$ cat src/rtl/irq_pkg.sv
package irq_pkg;
  parameter int IRQ_N   = 18;
  parameter int IRQ_G   = 6;
  parameter int IRQ_LVW = 2;
endpackage

$ cat src/rtl/irq_pending.sv
module irq_pending #(
  parameter int N = 18
) (
  input  logic         clk,
  input  logic         rst_n,
  input  logic [N-1:0] req,
  input  logic [N-1:0] clr,
  output logic [N-1:0] pend
);
  logic [N-1:0] req_q;
  logic [N-1:0] rise;

  assign rise = req & ~req_q;

  always_ff @(posedge clk) begin
    if (!rst_n) begin
      req_q <= '0;
      pend  <= '0;
    end else begin
      req_q <= req;
      // a fresh edge wins over a clear in the same cycle
      pend  <= rise | (pend & ~clr);
    end
  end
endmodule

$ cat src/rtl/irq_resolve.sv
module irq_resolve #(
  parameter int N     = 18,
  parameter int G     = 6,
  parameter int LVW   = 2,
  parameter int IDX_W = $clog2(N)
) (
  input  logic [N-1:0]     pend,
  input  logic [N-1:0]     src_en,
  input  logic             glob_en,
  input  logic [G*LVW-1:0] grp_prio,
  input  logic             top_vld,
  input  logic [LVW-1:0]   top_lvl,
  output logic             req_vld,
  output logic [IDX_W-1:0] req_idx,
  output logic [LVW-1:0]   req_lvl
);
  localparam int SPG = N / G;

  logic [N-1:0]   cand;
  logic [LVW-1:0] src_lvl [N];

  assign cand = pend & src_en & {N{glob_en}};

  for (genvar i = 0; i < N; i++) begin : g_lvl
    assign src_lvl[i] = grp_prio[(i/SPG)*LVW +: LVW];
  end

  logic found;
  always_comb begin
    found   = 1'b0;
    req_idx = '0;
    req_lvl = '0;
    // descending scan: ties resolve to the lower index
    for (int i = N-1; i >= 0; i--) begin
      if (cand[i] && (!found || src_lvl[i] >= req_lvl)) begin
        found   = 1'b1;
        req_idx = IDX_W'(i);
        req_lvl = src_lvl[i];
      end
    end
  end

  assign req_vld = found && (!top_vld || (req_lvl > top_lvl));
endmodule

$ cat src/rtl/irq_nest.sv
module irq_nest #(
  parameter int LVW = 2
) (
  input  logic           clk,
  input  logic           rst_n,
  input  logic           push,
  input  logic [LVW-1:0] push_lvl,
  input  logic           pop,
  output logic           top_vld,
  output logic [LVW-1:0] top_lvl
);
  localparam int NLVL = 1 << LVW;

  logic [NLVL-1:0] act;
  logic [NLVL-1:0] pop_mask;
  logic [NLVL-1:0] push_mask;

  always_comb begin
    top_vld = 1'b0;
    top_lvl = '0;
    for (int l = 0; l < NLVL; l++) begin
      if (act[l]) begin
        top_vld = 1'b1;
        top_lvl = LVW'(l);
      end
    end
  end

  always_comb begin
    pop_mask  = '0;
    push_mask = '0;
    if (pop && top_vld) pop_mask[top_lvl] = 1'b1;
    if (push)           push_mask[push_lvl] = 1'b1;
  end

  always_ff @(posedge clk) begin
    if (!rst_n) act <= '0;
    else        act <= (act & ~pop_mask) | push_mask;
  end
endmodule

$ cat src/rtl/irq_group_ctrl.sv
module irq_group_ctrl
  import irq_pkg::*;
#(
  parameter int N     = IRQ_N,
  parameter int G     = IRQ_G,
  parameter int LVW   = IRQ_LVW,
  parameter int IDX_W = $clog2(N)
) (
  input  logic             clk,
  input  logic             rst_n,
  input  logic [N-1:0]     irq_req,
  input  logic [N-1:0]     src_en,
  input  logic             glob_en,
  input  logic [G*LVW-1:0] grp_prio,
  input  logic [N-1:0]     wake_mask,
  output logic             vec_valid,
  output logic [IDX_W-1:0] vec_idx,
  input  logic             vec_ready,
  input  logic             reti,
  output logic             idle_exit,
  output logic             sleep_wake
);
  logic [N-1:0]   pend;
  logic [N-1:0]   clr;
  logic           take;
  logic           top_vld;
  logic [LVW-1:0] top_lvl;
  logic [LVW-1:0] win_lvl;

  assign take = vec_valid & vec_ready;

  always_comb begin
    clr = '0;
    if (take) clr[vec_idx] = 1'b1;
  end

  irq_pending #(.N(N)) u_pend (
    .clk(clk), .rst_n(rst_n), .req(irq_req), .clr(clr), .pend(pend)
  );

  irq_resolve #(.N(N), .G(G), .LVW(LVW), .IDX_W(IDX_W)) u_res (
    .pend(pend), .src_en(src_en), .glob_en(glob_en), .grp_prio(grp_prio),
    .top_vld(top_vld), .top_lvl(top_lvl),
    .req_vld(vec_valid), .req_idx(vec_idx), .req_lvl(win_lvl)
  );

  irq_nest #(.LVW(LVW)) u_nest (
    .clk(clk), .rst_n(rst_n), .push(take), .push_lvl(win_lvl), .pop(reti),
    .top_vld(top_vld), .top_lvl(top_lvl)
  );

  assign idle_exit  = |(pend & src_en);
  assign sleep_wake = |(pend & wake_mask);
endmodule

$ cat config.mk
export PLATFORM = sky130hd
export DESIGN_NAME = irq_group_ctrl
export DESIGN_NICKNAME = d
export VERILOG_FILES = /design/src/rtl/irq_pkg.sv /design/src/rtl/irq_pending.sv /design/src/rtl/irq_resolve.sv /design/src/rtl/irq_nest.sv /design/src/rtl/irq_group_ctrl.sv
export SDC_FILE = /design/constraint.sdc
export NUM_CORES = 1
export LEC_CHECK = 0
export ABC_CLOCK_PERIOD_IN_PS = 55600
export BUFFER_PORTS_ARGS = -buffer_cell sky130_fd_sc_hd__buf_2
export CORE_ASPECT_RATIO = 0.8
export CORE_MARGIN = 4
export CORE_UTILIZATION = 40
export CTS_CLUSTER_SIZE = 8
export DETAILED_ROUTE_END_ITERATION = 8
export PLACE_DENSITY = 0.71
export RECOVER_POWER = 100
export SETUP_SLACK_MARGIN = 0.2
export SLEW_MARGIN = 15
export SYNTH_ARGS = -nofsm -noshare
export SYNTH_HDL_FRONTEND = slang
export SYNTH_SLANG_ARGS = --single-unit
export TNS_END_PERCENT = 100
$ cat constraint.sdc
create_clock -name clk -period 55.6 [get_ports clk]
set_input_delay 11.12 -clock clk [delete_from_list [all_inputs] [get_ports clk]]
set_output_delay 11.12 -clock clk [all_outputs]
set_load 0.01 [all_outputs]
* Word level (Yosys, flattened, before mapping)
Index checks and enable logic that the tools add are counted.
Storage, ports and cells: flip-flop bits (word level) 40, bits of input ports 71, output and inout port bits 8
Cells by class: reduce and logical (&&, ||, !) cells 60, bitwise logic cells 12, $lt $le $gt $ge 24, mux-type cells 70
Operators by type and width (number):
- 18-bit AND | 5
- 5-bit two-way mux | 18
- 2-bit two-way mux | 20
- 18-bit NOT | 2
- 18-bit OR reduction | 2
- 2-bit >= comparator | 17
- 1-bit two-way mux | 26
- 1-bit logical AND | 22
- 1-bit logical NOT | 18
- 1-bit logical OR | 18
- 18-bit two-way mux | 1
- 18-bit bitwise OR | 1
- 4-bit two-way mux | 2
- 2-bit by 3-bit < comparator with 1-bit output, second input constant | 2
- 5-bit by 6-bit < comparator with 1-bit output, second input constant | 1
- 1-bit demux with 5-bit select | 1
- 5-bit by 1-bit >= comparator with 1-bit output, second input constant | 1
- 4-bit AND | 1
- 1-bit demux with 2-bit select | 2
- 2-bit by 1-bit >= comparator with 1-bit output, second input constant | 2
- 4-bit NOT | 1
- 4-bit bitwise OR | 1
- 2-bit greater-than comparator | 1
- 1-bit AND | 1

* Longest topological paths before layout
word-level depth 79, mapped depth 122, mapped depth without buffers 120

* Modules after synthesis
From an unflattened synthesis, not the netlist that was laid out.
Second synthesis, totals: cell total of the unflattened synthesis 442, area total of the unflattened synthesis 3415.8 sq um
Modules (own cells, without submodules):
- irq_resolve | cells an instance 255, area an instance 1691.6 sq um, instances 1
- irq_pending | cells an instance 111, area an instance 1213.7 sq um, instances 1
- irq_group_ctrl | cells an instance 53, area an instance 325.3 sq um, instances 1
- irq_nest | cells an instance 23, area an instance 185.2 sq um, instances 1

* Worst setup path after synthesis
Ideal clock, no wire load.
path kind input -> output, start point input src_en[16], end point output vec_valid, arrival time 31.033 ns, path slack 13.447 ns, data required time 44.480 ns, buffers on the path 2, stages on the path 112, cell sequence a22oi_1 -> nand2_1 -> nand2_1 -> nor2_1 -> ha_1 -> nand2b_4 -> maj3_2 -> o21ai_0 -> o21ai_0 -> ha_1 -> nand2b_1 -> o21ai_0 -> a31oi_2 -> o21ai_0 -> nand2_1 -> ha_1 -> nand2b_1 -> o21ai_0 -> (+76 left out) -> a21oi_1 -> nand2_1 -> nand2_1 -> a21oi_1 -> a31o_2 -> ha_1 -> nand2b_1 -> a221oi_1 -> nor2_1 -> nor2_1 -> o21ai_0 -> a2bb2oi_1 -> inv_1 -> ha_1 -> a21oi_1 -> a21oi_1 -> a21oi_1 -> a31oi_1
Between the ends: longest elaborated chain between the ends 71, elaborated cells on any way between the ends 104, those cells by class order compare: 17; mux: 34; bitwise: 2; reduce/logical: 51
RTL lines:
- start, declared | line irq_group_ctrl.sv:12 | input logic [N-1:0] src_en,
- 18-bit AND (*) (2 in a row) | line irq_resolve.sv:22 | assign cand = pend & src_en & {N{glob_en}};
- 1-bit logical AND (*) | line irq_resolve.sv:35 | if (cand[i] && (!found || src_lvl[i] >= req_lvl)) begin
- 2-bit two-way mux / 1-bit two-way mux (equally long branches) | line irq_resolve.sv:35
- 2-bit >= comparator / 1-bit logical NOT (equally long branches) | line irq_resolve.sv:35
- 1-bit logical OR | line irq_resolve.sv:35
- 1-bit logical AND | line irq_resolve.sv:35
- 2-bit two-way mux / 1-bit two-way mux (equally long branches) | line irq_resolve.sv:35
- 2-bit >= comparator / 1-bit logical NOT (equally long branches) | line irq_resolve.sv:35
- (+54 left out)
- 2-bit two-way mux / 1-bit two-way mux (equally long branches) | line irq_resolve.sv:35
- 2-bit >= comparator / 1-bit logical NOT (equally long branches) | line irq_resolve.sv:35
- 1-bit logical OR | line irq_resolve.sv:35
- 1-bit logical AND | line irq_resolve.sv:35
- 2-bit two-way mux | line irq_resolve.sv:35
- 2-bit greater-than comparator | line irq_resolve.sv:43 | assign req_vld = found && (!top_vld || (req_lvl > top_lvl));
- 1-bit logical OR | line irq_resolve.sv:43
- 1-bit logical AND (*) | line irq_resolve.sv:43
- end, declared | line irq_group_ctrl.sv:16 | output logic vec_valid,
Every way passes the cells marked *; elsewhere a longest branch is shown, timed or not.

* Worst setup path in the final report
Ends and elaborated chain as after synthesis.

==> flow_summary.json <==
{
  "worst-path-max-fanout": 18,
  "num_rows": 30,
  "p_per_area_nw_per_um2": 23.1,
  "instances_no_fill": 639,
  "tns_ns": 0,
  "slew_headroom_pct": -0.527,
  "final_cell_mix": "buf_2 (68), nand2_1 (47), dfxtp_1 (40)",
  "antennaDiodeCount": 0,
  "track_usage_pct": 19.7,
  "crit_arrival_ns": 34.74,
  "synth_cell_types": 75,
  "cts_buffers": 5,
  "dr.pass1.iters": 5,
  "grt_max_degree": 42,
  "antenna_found_initial": 0,
  "gr-total-overflow": 0,
  "final_common_cell": "buf_2",
  "drtIter0Drc": 235,
  "place_inst": 631,
  "min_path_type": "reg -> reg",
  "max-vdd-ir-drop_mv": 0.0161,
  "via_count": 3735,
  "h-tree-depth": 2,
  "clk_pin_slew_ns": 0.07,
  "startpoint_type": "input port",
  "yosys_most_used_dff": "dfxtp_1",
  "cts_tree": "yes",
  "async_flop_share_pct": 0,
  "synth_cells": 457,
  "slowest_stage": "or4_1",
  "critPathKind": "in -> out",
  "cts-root-to-sink-buffers": 2,
  "die-area_um2": 10400,
  "yosysWarnings": 0,
  "totalWireLength_um": 10400,
  "end_kind": "output port",
  "grt_pass1_wl_um": 16900,
  "root_buffer": "clkbuf_8",
  "drc": 0,
  "insertion_delay_ns": 0.29,
  "whs_ns": 0.409,
  "crit_top_cell": "ha_1",
  "timing.final.crit_share_pct": 82.5,
  "fmax_mhz": 21.8,
  "io-pin-count": 79,
  "r2r_cells": 113,
  "fill_cells": 858,
  "areaGrowthSynthToFinish_pct": 14.3,
  "skew_ns": 0.00385,
  "io_buffers": 78,
  "netlist_area_um2": 3530,
  "cpPeakStageDelay_ns": 0.60,
  "setup_viol": 0,
  "ys_seq_area_share_pct": 22.7,
  "ant_nets": 0,
  "power.total_mw": 0.0929,
  "hold_viol_final": 0,
  "max-cap-violations": 1,
  "final_util_pct": 47.3,
  "routedWlPerCell_um": 16.2,
  "gp_congestion": 0.898,
  "cts_resized": 0,
  "vias_per_cell": 5.85,
  "syn_nets": 548,
  "outcome": "complete, but fails checks",
  "post_cts_buffers": 0,
  "core_area_um2": 8520,
  "synth.avg_cell_area_um2": 7.72,
  "die_x_um": 113,
  "cts_sinks": 40,
  "synth_edf_count": 0,
  "dp_hpwl_um": 8540,
  "grt_pass1_vias": 3505,
  "worst_pin_slew_ns": 1.51,
  "rsz0062_at_grt": "no",
  "finalNetCount": 617,
  "start_util_pct": 41.4,
  "worstHoldPathCells": 1,
  "min_period_ns": 45.86,
  "ys_ff_latch": 40,
  "critPathRequiredTime_ns": 44.48,
  "slew_viol_final": 42,
  "ctsHoldBuffers": 0,
  "violations": "max-capacitance violations, max-slew violations",
  "leakage_nw": 1.78,
  "die_y_um": 92.0,
  "drive_gt1_share_pct": 18.4
}
==> through the flow <==
step	setup slack, ns	instance area, um2
after global placement	11.06	3970
after global routing	7.51	4030
after floorplan	13.45	3530
after detailed placement	10.53	3970
final	9.74	4030
after CTS	10.48	4080
==> per-layer routing <==
| metal | global-route usage (%) | share of wire, % | vias to the layer above |
|---|---|---|---|
| li1 | - | - | 1862 |
| met1 | 29.2 | 49 | 1709 |
| met2 | 29.4 | 41 | 145 |
| met3 | 2.90 | 8.4 | 19 |
| met4 | 5.51 | 1.7 | 0 |
| met5 | 0 | 0 | - |
==> synth_stat cells (4+ instances only) <==
cell type	instances	area, um2
o21ai_1	5	25.0
nand2_1	47	176
mux2_2	7	78.8
and2_1	16	100
nand2b_1	26	163
or3_1	4	25.0
a22o_1	4	35.0
o31a_1	4	35.0
nor3_1	8	40.0
o211ai_1	8	60.1
a221oi_1	4	35.0
a21boi_1	9	67.6
o31ai_1	5	37.5
inv_1	23	86.3
a31oi_1	7	43.8
nand3_1	25	125
and3_1	8	50.1
a22oi_1	10	75.1
nor2_1	31	116
o21ai_0	26	130
a21boi_0	5	37.5
clkbuf_1	9	33.8
dfxtp_1	40	801
nor2b_1	7	43.8
a21oi_1	18	90.1
ha_1	20	250
==> layout make-up <==
type                       instances  area, um2  share of cell area [%]
inverter                          24       90.1                    2.24
timing repair buffer              78        378                    9.38
sequential                        40        801                    19.9
multi-input combinational        377       2510                    62.4
clock inverter                     2       35.0                   0.870
tap                              112        140                    3.48
clock buffer                       6       72.6                    1.80
==> worst max-delay path: cells and delay by family <==
kind            cells  cell delay [ns]
fa+ha+maj          17             4.78
mux                 6             2.10
compound gates     38             8.01
buf+inv             5             0.56
simple gates       44             8.16
==> worst paths after layout <==
path	startpoint	to	slack, ns
max	src_en[16]	vec_valid	9.74
min	u_pend.req_q[7]	u_pend.pend[7]	0.41
max reg2reg	u_pend.pend[16]	u_pend.pend[15]	30.49
min reg2reg	u_pend.req_q[7]	u_pend.pend[7]	0.41
==> logic make-up after synthesis <==
kind of cell               synth area share, %
AOI/OAI and AO/OA                         32.8
buffers and inverters                     5.00
adders and majority gates                 7.42
DFF                                       22.7
muxes                                     2.95
and+or+nand+nor                           29.2
==> registers in the layout, indices dropped and copies added, names as in the netlist <==
name,cells
u_pend.req_q,18
u_nest.act,4
u_pend.pend,18
==> report_power, final <==
| group | internal, mW | total, mW | leakage (nW) | switching [mW] |
|---|---|---|---|---|
| clock network | 0.0133 | 0.0229 | 0.0552 | 0.00957 |
| logic | 0.0154 | 0.0369 | 1.39 | 0.0215 |
| registers | 0.0308 | 0.0331 | 0.333 | 0.00228 |
| total | 0.0595 | 0.0929 | 1.78 | 0.0333 |
(Power assumes the default switching activity.)
